--- config.mk ---
export PLATFORM = sky130hd
export DESIGN_NAME = pla_fault_inject
export DESIGN_NICKNAME = d
export VERILOG_FILES = /design/src/rtl/pla_pkg.sv /design/src/rtl/pla_ctrl.sv /design/src/rtl/pla_eval.sv /design/src/rtl/pla_fault_inject.sv
export SDC_FILE = /design/constraint.sdc
export NUM_CORES = 1
export LEC_CHECK = 0
export ABC_AREA = 1
export BUFFER_PORTS_ARGS = -buffer_cell sky130_fd_sc_hd__buf_2
export CAP_MARGIN = 10
export CORE_ASPECT_RATIO = 1.5
export CORE_MARGIN = 3
export CORE_UTILIZATION = 39
export CTS_BUF_LIST = sky130_fd_sc_hd__clkbuf_8
export DETAILED_ROUTE_END_ITERATION = 8
export PLACE_DENSITY_LB_ADDON = 0.1
export SLEW_MARGIN = 40
export SYNTH_ARGS = -nofsm -noshare
export SYNTH_HDL_FRONTEND = slang
export SYNTH_HIERARCHICAL = 1
export SYNTH_SLANG_ARGS = --single-unit
--- constraint.sdc ---
create_clock -name clk -period 2 [get_ports clk]
set_input_delay 0.1 -clock clk [delete_from_list [all_inputs] [get_ports clk]]
set_output_delay 0.1 -clock clk [all_outputs]
set_load 0.01 [all_outputs]
--- src/rtl/pla_pkg.sv ---
package pla_pkg;
  localparam int NIN     = 3;
  localparam int NPROD   = 4;
  localparam int NOUT    = 3;
  localparam int NBIT    = 2 * NIN;
  localparam int WDATA   = (NBIT > NPROD) ? NBIT : NPROD;
  localparam int NROWMAX = (NPROD > NOUT) ? NPROD : NOUT;
  localparam int ROWW    = $clog2(NROWMAX);
  localparam int COLW    = $clog2(WDATA);
  localparam int PCOLW   = $clog2(NPROD);
  localparam int OROWW   = $clog2(NOUT);

  typedef logic [NPROD-1:0][NBIT-1:0]  andPlane_t;
  typedef logic [NOUT-1:0][NPROD-1:0]  orPlane_t;

  typedef enum logic [1:0] {
    SITE_IN   = 2'd0,
    SITE_INV  = 2'd1,
    SITE_PROD = 2'd2,
    SITE_OUT  = 2'd3
  } site_e;

  // strobes from control to the faulty evaluation datapath
  typedef struct packed {
    logic [NBIT-1:0]  bitHit;
    logic [NPROD-1:0] prodHit;
    logic [NOUT-1:0]  outHit;
    logic             level;
  } stuckStrobe_t;

  // row 3 .. row 0
  localparam andPlane_t AND_DEFAULT = {6'b010010, 6'b011000, 6'b100100, 6'b000101};
  localparam orPlane_t  OR_DEFAULT  = {4'b1001, 4'b1100, 4'b0011};
endpackage

--- src/rtl/pla_ctrl.sv ---
module pla_ctrl
  import pla_pkg::*;
(
  input  logic             clk,
  input  logic             rstN,
  input  logic             persWe,
  input  logic             persPlane,
  input  logic [ROWW-1:0]  persRow,
  input  logic [WDATA-1:0] persData,
  input  logic             faultEn,
  input  logic             faultPlane,
  input  logic [ROWW-1:0]  faultRow,
  input  logic [COLW-1:0]  faultCol,
  input  logic             faultAdd,
  input  logic             stuckEn,
  input  logic [1:0]       stuckSite,
  input  logic [COLW-1:0]  stuckIdx,
  input  logic             stuckVal,
  output andPlane_t        andGood,
  output andPlane_t        andFault,
  output orPlane_t         orGood,
  output orPlane_t         orFault,
  output stuckStrobe_t     stb
);
  andPlane_t andReg;
  orPlane_t  orReg;

  always_ff @(posedge clk or negedge rstN) begin
    if (!rstN) begin
      andReg <= AND_DEFAULT;
      orReg  <= OR_DEFAULT;
    end else if (persWe) begin
      if (!persPlane && int'(persRow) < NPROD)
        andReg[persRow] <= persData[NBIT-1:0];
      else if (persPlane && int'(persRow) < NOUT)
        orReg[persRow[OROWW-1:0]] <= persData[NPROD-1:0];
    end
  end

  assign andGood = andReg;
  assign orGood  = orReg;

  // shadow personality with one crosspoint forced
  always_comb begin
    andFault = andReg;
    orFault  = orReg;
    if (faultEn) begin
      if (!faultPlane) begin
        if (int'(faultRow) < NPROD && int'(faultCol) < NBIT)
          andFault[faultRow][faultCol] = faultAdd;
      end else begin
        if (int'(faultRow) < NOUT && int'(faultCol) < NPROD)
          orFault[faultRow[OROWW-1:0]][faultCol[PCOLW-1:0]] = faultAdd;
      end
    end
  end

  always_comb begin
    stb.level   = stuckVal;
    stb.bitHit  = '0;
    stb.prodHit = '0;
    stb.outHit  = '0;
    for (int i = 0; i < NIN; i++) begin
      stb.bitHit[2*i]   = stuckEn && (stuckSite == SITE_IN)  && (stuckIdx == COLW'(i));
      stb.bitHit[2*i+1] = stuckEn && (stuckSite == SITE_INV) && (stuckIdx == COLW'(i));
    end
    for (int j = 0; j < NPROD; j++)
      stb.prodHit[j] = stuckEn && (stuckSite == SITE_PROD) && (stuckIdx == COLW'(j));
    for (int k = 0; k < NOUT; k++)
      stb.outHit[k] = stuckEn && (stuckSite == SITE_OUT) && (stuckIdx == COLW'(k));
  end

  // personality only moves under the write strobe
  a_r4_hold_without_write: assert property (@(posedge clk) disable iff (!rstN)
    !persWe |=> ($stable(andReg) && $stable(orReg)));

  // shadow copy differs from the stored personality in at most one crosspoint
  a_r8_single_crosspoint: assert property (@(posedge clk) disable iff (!rstN)
    $countones({andGood ^ andFault, orGood ^ orFault}) <= 1);

  // at most one line is stuck at a time
  a_r9_one_stuck_line: assert property (@(posedge clk) disable iff (!rstN)
    $onehot0({stb.bitHit, stb.prodHit, stb.outHit}));
endmodule

--- src/rtl/pla_eval.sv ---
module pla_eval
  import pla_pkg::*;
(
  input  logic [NIN-1:0]  xIn,
  input  andPlane_t       andPlane,
  input  orPlane_t        orPlane,
  input  stuckStrobe_t    stb,
  output logic [NOUT-1:0] y
);
  logic [NBIT-1:0]  bitLine;
  logic [NPROD-1:0] prodLine;

  always_comb begin
    for (int i = 0; i < NIN; i++) begin
      bitLine[2*i]   = xIn[i];
      bitLine[2*i+1] = ~xIn[i];
    end
    for (int b = 0; b < NBIT; b++)
      if (stb.bitHit[b]) bitLine[b] = stb.level;
  end

  always_comb begin
    for (int j = 0; j < NPROD; j++) begin
      prodLine[j] = &(bitLine | ~andPlane[j]);
      if (stb.prodHit[j]) prodLine[j] = stb.level;
    end
  end

  always_comb begin
    for (int k = 0; k < NOUT; k++) begin
      y[k] = |(prodLine & orPlane[k]);
      if (stb.outHit[k]) y[k] = stb.level;
    end
  end
endmodule

--- src/rtl/pla_fault_inject.sv ---
module pla_fault_inject
  import pla_pkg::*;
(
  input  logic             clk,
  input  logic             rstN,
  input  logic [NIN-1:0]   xIn,
  input  logic             persWe,
  input  logic             persPlane,
  input  logic [ROWW-1:0]  persRow,
  input  logic [WDATA-1:0] persData,
  input  logic             faultEn,
  input  logic             faultPlane,
  input  logic [ROWW-1:0]  faultRow,
  input  logic [COLW-1:0]  faultCol,
  input  logic             faultAdd,
  input  logic             stuckEn,
  input  logic [1:0]       stuckSite,
  input  logic [COLW-1:0]  stuckIdx,
  input  logic             stuckVal,
  output logic [NOUT-1:0]  yGood,
  output logic [NOUT-1:0]  yFault,
  output logic [NOUT-1:0]  mismatch
);
  andPlane_t    andGood, andFault;
  orPlane_t     orGood, orFault;
  stuckStrobe_t stb;

  pla_ctrl u_ctrl (
    .clk(clk), .rstN(rstN),
    .persWe(persWe), .persPlane(persPlane), .persRow(persRow), .persData(persData),
    .faultEn(faultEn), .faultPlane(faultPlane), .faultRow(faultRow),
    .faultCol(faultCol), .faultAdd(faultAdd),
    .stuckEn(stuckEn), .stuckSite(stuckSite), .stuckIdx(stuckIdx), .stuckVal(stuckVal),
    .andGood(andGood), .andFault(andFault), .orGood(orGood), .orFault(orFault),
    .stb(stb)
  );

  pla_eval u_good (
    .xIn(xIn), .andPlane(andGood), .orPlane(orGood), .stb('0), .y(yGood)
  );

  pla_eval u_faulty (
    .xIn(xIn), .andPlane(andFault), .orPlane(orFault), .stb(stb), .y(yFault)
  );

  assign mismatch = yGood ^ yFault;

  // no injection means the twins agree
  a_r11_twins_agree: assert property (@(posedge clk) disable iff (!rstN)
    (!faultEn && !stuckEn) |-> (yFault == yGood));

  // a stuck output line shows the stuck level
  a_r9_output_stuck: assert property (@(posedge clk) disable iff (!rstN)
    (stuckEn && stuckSite == SITE_OUT && int'(stuckIdx) < NOUT)
      |-> (yFault[stuckIdx[OROWW-1:0]] == stuckVal));
endmodule

* Yosys cells after proc, flatten, opt, wreduce, memory -nomap -nowiden
Index checks and enable logic that the tools add are counted.
** Storage, ports and cells
- Register bits :: 36
- Bits in latches :: 0
- RAM bits :: 0
- Memory bits (read-only) :: 0
- Input bits :: 30
- Output and inout port bits :: 9
- Word-level logic and storage cells :: 128
- Memories :: 0
** Operators by class
- Add/subtract/negate cells :: 0
- Multipliers :: 0
- Divide/modulo/power cells :: 0
- $lt $le $gt $ge :: 12
- Equal/unequal tests :: 6
- Shift-type cells :: 0
- Mux-type cells :: 35
- Bitwise logic cells :: 27
- Reductions and logical operators :: 41
** Operators by type and width (count)
- two-way mux 24 bit :: 3
- bitwise mux 24 bit :: 2
- NOT 6 bit :: 8
- OR 6 bit :: 8
- AND reduction 6 bit :: 8
- two-way mux 12 bit :: 3
- bitwise AND 4 bit :: 6
- bitwise mux 12 bit :: 2
- demux 6 bit (select 2 bit) :: 2
- OR reduction 4 bit :: 6
- logical AND 1 bit :: 23
- demux 4 bit (select 2 bit) :: 2
- two-way mux 1 bit :: 15
- two-way mux 6 bit :: 2
- less-than comparator 2 x 3 -> 1 bit (second input constant) :: 3
- two-way mux 4 bit :: 2
- == test 3 x 2 -> 1 bit (second input constant) :: 2
- >= comparator 2 x 1 -> 1 bit (second input constant) :: 3
- less-than comparator 3 bit (second input constant) :: 2
- == test 2 bit (second input constant) :: 2
- less-than comparator 2 bit (second input constant) :: 2
- less-than comparator 3 x 4 -> 1 bit (second input constant) :: 1
- NOT 1 bit :: 4
- demux 1 bit (select 3 bit) :: 1
- other kinds (9) :: 9

* Logic depth before layout (Yosys ltp)
- Depth in word-level cells :: 18
- Gate-level depth with buffers :: 21

* Cells and area by module
The synthesis kept the hierarchy.
** Modules (own cells, without submodules)
- pla_ctrl :: instances 1, cells each 413, area each 2549.9 sq um, seq. area each 918.4 sq um
- pla_eval :: instances 2, cells each 112, area each 499.2 sq um, seq. area each 0.0 sq um
- pla_fault_inject :: instances 1, cells each 16, area each 60.1 sq um, seq. area each 0.0 sq um

* Least setup slack after synthesis
Ideal clock, no wire load.
- Kind :: input to output
- From :: in faultCol[2]
- To :: out mismatch[0]
- Arrival time :: 1658 ps
- Required time :: 1900 ps
- Setup slack :: 242 ps
- Stages :: 20
- Buffers on the path :: 2
- Cell sequence :: buf_6 -> nand2_4 -> nand2_1 -> nor2_2 -> buf_4 -> nand3_1 -> nand2_1 -> inv_1 -> nand3_1 -> nand2_1 -> nor2_1 -> nand2_1 -> nand2_2 -> nand2_1 -> nand3_1 -> nor2_1 -> nor2_1 -> inv_1 -> nand2_1 -> nand2_1
** RTL lines
- start, declared :: line pla_fault_inject.sv:14 : input logic [COLW-1:0] faultCol,
- end, declared :: line pla_fault_inject.sv:22 : output logic [NOUT-1:0] mismatch

==> out/metrics.cfg <==
[outcome]
outcome=complete, but fails checks
violations=negative setup slack

[logic_synthesis]
synth_common_cells=228 x nand2_1, 131 x inv_1, 97 x nand3_1
synth_seq_cells=36
synth_fa_ha_area_frac=0
synth-edff-count=0
synthArstFlopShare=1.00
synth_top_area_share=0.237
syn_area_um2=3610
muxShareOfSynthArea=0
synthFlopType=dfrtp_1
post-synth-top-area-cell=nand2_1
synth_compound_area_frac=0.0666
synth.most_common_cell=nand2_1
synth.distinct_cells=23
synthXorXnorAreaFrac=0
synthTopCellsByArea=nand2_1 24%, dfrtp_1 15%, inv_1 14%
synth.avg_cell_area_um2=5.53
synth-simple-area-share=0.515
synth_top_family_by_area=simple AND/OR/NAND/NOR gates
synth.yosys.seq_area_share=0.255
synth-warning-count=6
syn_inst=653

[sta]
rsz0062_at_grt=yes
min_period_ns=2.09
skew_ns=0
setup_viol=5
maxSlewViolCount=0
whs_ns=0.0866
hold_violations=0
finalCritPeriodShare=1.04
timing.fmax_ghz=0.479
setup_slack_ns=-0.0871

[global_route]
gr-total-overflow=0
track_usage=0.194
grt_max_degree=37
grt_pass1_wl_mm=16.2
antenna_found_initial=0
grt_pass1_vias=3520

[power_and_ir_drop]
combPwrFrac=0.428
swShare=0.381
switchingPower_uw=1150
clkPwrFrac=0.228
internal-power_uw=1860
p_per_area_nw_per_um2=671
power.total_uw=3010
ir_worst_vdd_mv=0.620
p_leak_uw=0.00260
seqPwrFrac=0.344

[worst_hold_path]
worstHoldStart=persData[5]
hp-class=in -> reg
hold_depth=3

[floorplan]
die_h_um=124
dieArea_um2=10500
ioPinCount=39
core_area_um2=8930
initial_core_util=0.404
fp.dieW_um=84.5
rows=42

[worst_setup_path]
path_max_fanout=3
cp_slowest_cell=dfstp_2
crit_start=u_ctrl/andGood[0]
crit_type=reg -> out
endpoint_kind=primary output
worstPathArrival_ns=1.99
ff2ff_path_depth=3
timing.rr.start=u_ctrl/andGood[15]
max_stage_delay_ns=0.56
critPathTopFamily=simple AND/OR/NAND/NOR gates
critPathLaunchType=flip-flop
cp.depth=17
worstPathRequired_ns=1.90
worst-path-buf-inv=4
cpMostUsedCell=nand2_1
path_cells=inv_2, nand2_1, nand2_1, inv_1, nand3_2, nand2_1, nor2_1, nand2_1, nand2_2, nand2_2, nand3_2, nor2_2, nor2_2, inv_1, nand2_1, nand2_1, buf_2

[place]
dpl-instance-area_um2=4110
dp_hpwl_mm=8.16
place_inst=831
io_buffers=38
gp_congestion=0.808

[finish]
layout.nets=766
num_antenna_cells=0
area_growth_pct=24.3
utilization=0.502
drive_above_1_share=0.227
instances_no_fill=847
postLayoutCellArea_um2=4490

[drt]
drt-pass1-iter-count=5
drc=0
drt_wl_total_mm=10.1
via_per_inst=4.52
drtIter0Drc=196
wl_per_cell_um=11.9
antenna_left=0
vias=3829

[clock_tree]
clk_pin_slew_worst_paths_ns=0.06
clock_latency_ns=0.29
cts-buffers-inserted=5
cts_buffer_depth=2
htreeDepth=2
cts_tree=built
cts.sinks=36
root_buffer=clkbuf_8

[flow_run]
maxCapViolCount=0

-- per-layer routing --
metal,share of wire,vias up,track usage,routed length [um]
met5,0,-,0,0
met4,0.034,0,0.0891,338
met3,0.026,22,0.0165,266
met2,0.52,69,0.360,5280
met1,0.42,1621,0.224,4180
li1,-,2117,-,-
-- cell usage in the layout (no fill, tap or decap), types with 11 or more instances in the layout --
cell type	instances
dfstp_2	14
dfrtp_1	22
nor2_2	17
o21ai_0	44
conb_1	27
nand2_2	28
nand3_2	11
nand2_1	212
inv_1	123
nor2_1	46
buf_4	21
nand3_1	87
buf_2	34
-- cell families (layout without fill, tap and decap cells) --
family          Yosys count  in the layout
buf+inv                 146            202
flops                    36             36
simple gates            422            424
other cells               1             27
compound gates           48             48
-- through the flow --
stage | setup WS (ns) | TNS, ns
2_1_floorplan | 0.242 | 0
3_3_place_gp | -0.145 | -0.502
3_5_place_dp | -0.171 | -0.617
4_1_cts | -0.0769 | -0.220
5_1_grt | -0.264 | -1.29
6_report | -0.0871 | -0.321
-- final cells by class --
class | instances | area [um2]
fill | 983 | 4450
multi-input combinational | 499 | 2380
sequential | 36 | 918
inverter | 133 | 499
timing repair buffer | 61 | 420
tap | 110 | 138
clock buffer | 7 | 96.3
clock inverter | 1 | 30.0
-- repair_timing --
action / 4_1_cts / 5_1_grt
gates cloned: 1 / 1
hold buffers: 1 / 0
setup endpoints to repair: 6 / 9
endpoints found under the hold margin: 22 / 0
gates resized for setup: 12 / 48
buffers inserted: 3 / 2
pin swaps: 4 / 41
-- sequential cells by signal, summed over array words and instances (netlist names) --
signal	flops
u_ctrl/andGood	24
u_ctrl/orGood	12
-- power groups by stage --
stage | combinational (uW) | clock (uW) | sequential, uW
finish | 1290 | 687 | 1040
global route | 1470 | 745 | 1060
CTS | 1140 | 716 | 1030
detailed placement | 1100 | 0 | 1040
global placement | 1090 | 0 | 1040
floorplan | 789 | 0 | 994
-- worst register-to-register path, stage by stage, from the launching register on --
cell and delay, ns:
dfstp_2 0.54, buf_4 0.11, nand2_1 0.04, o21ai_0 0.09
-- final timing paths --
check	to	slack, ns
max	mismatch[2]	-0.09
min	u_ctrl/andGood[11]	0.09
max reg2reg	u_ctrl/andGood[15]	1.14
min reg2reg	u_ctrl/orGood[1]	0.50
max in group asynchronous	u_ctrl/andGood[11]	1.37
min in group asynchronous	u_ctrl/orGood[10]	0.29
Note: power is estimated with default switching activity, not from simulation.
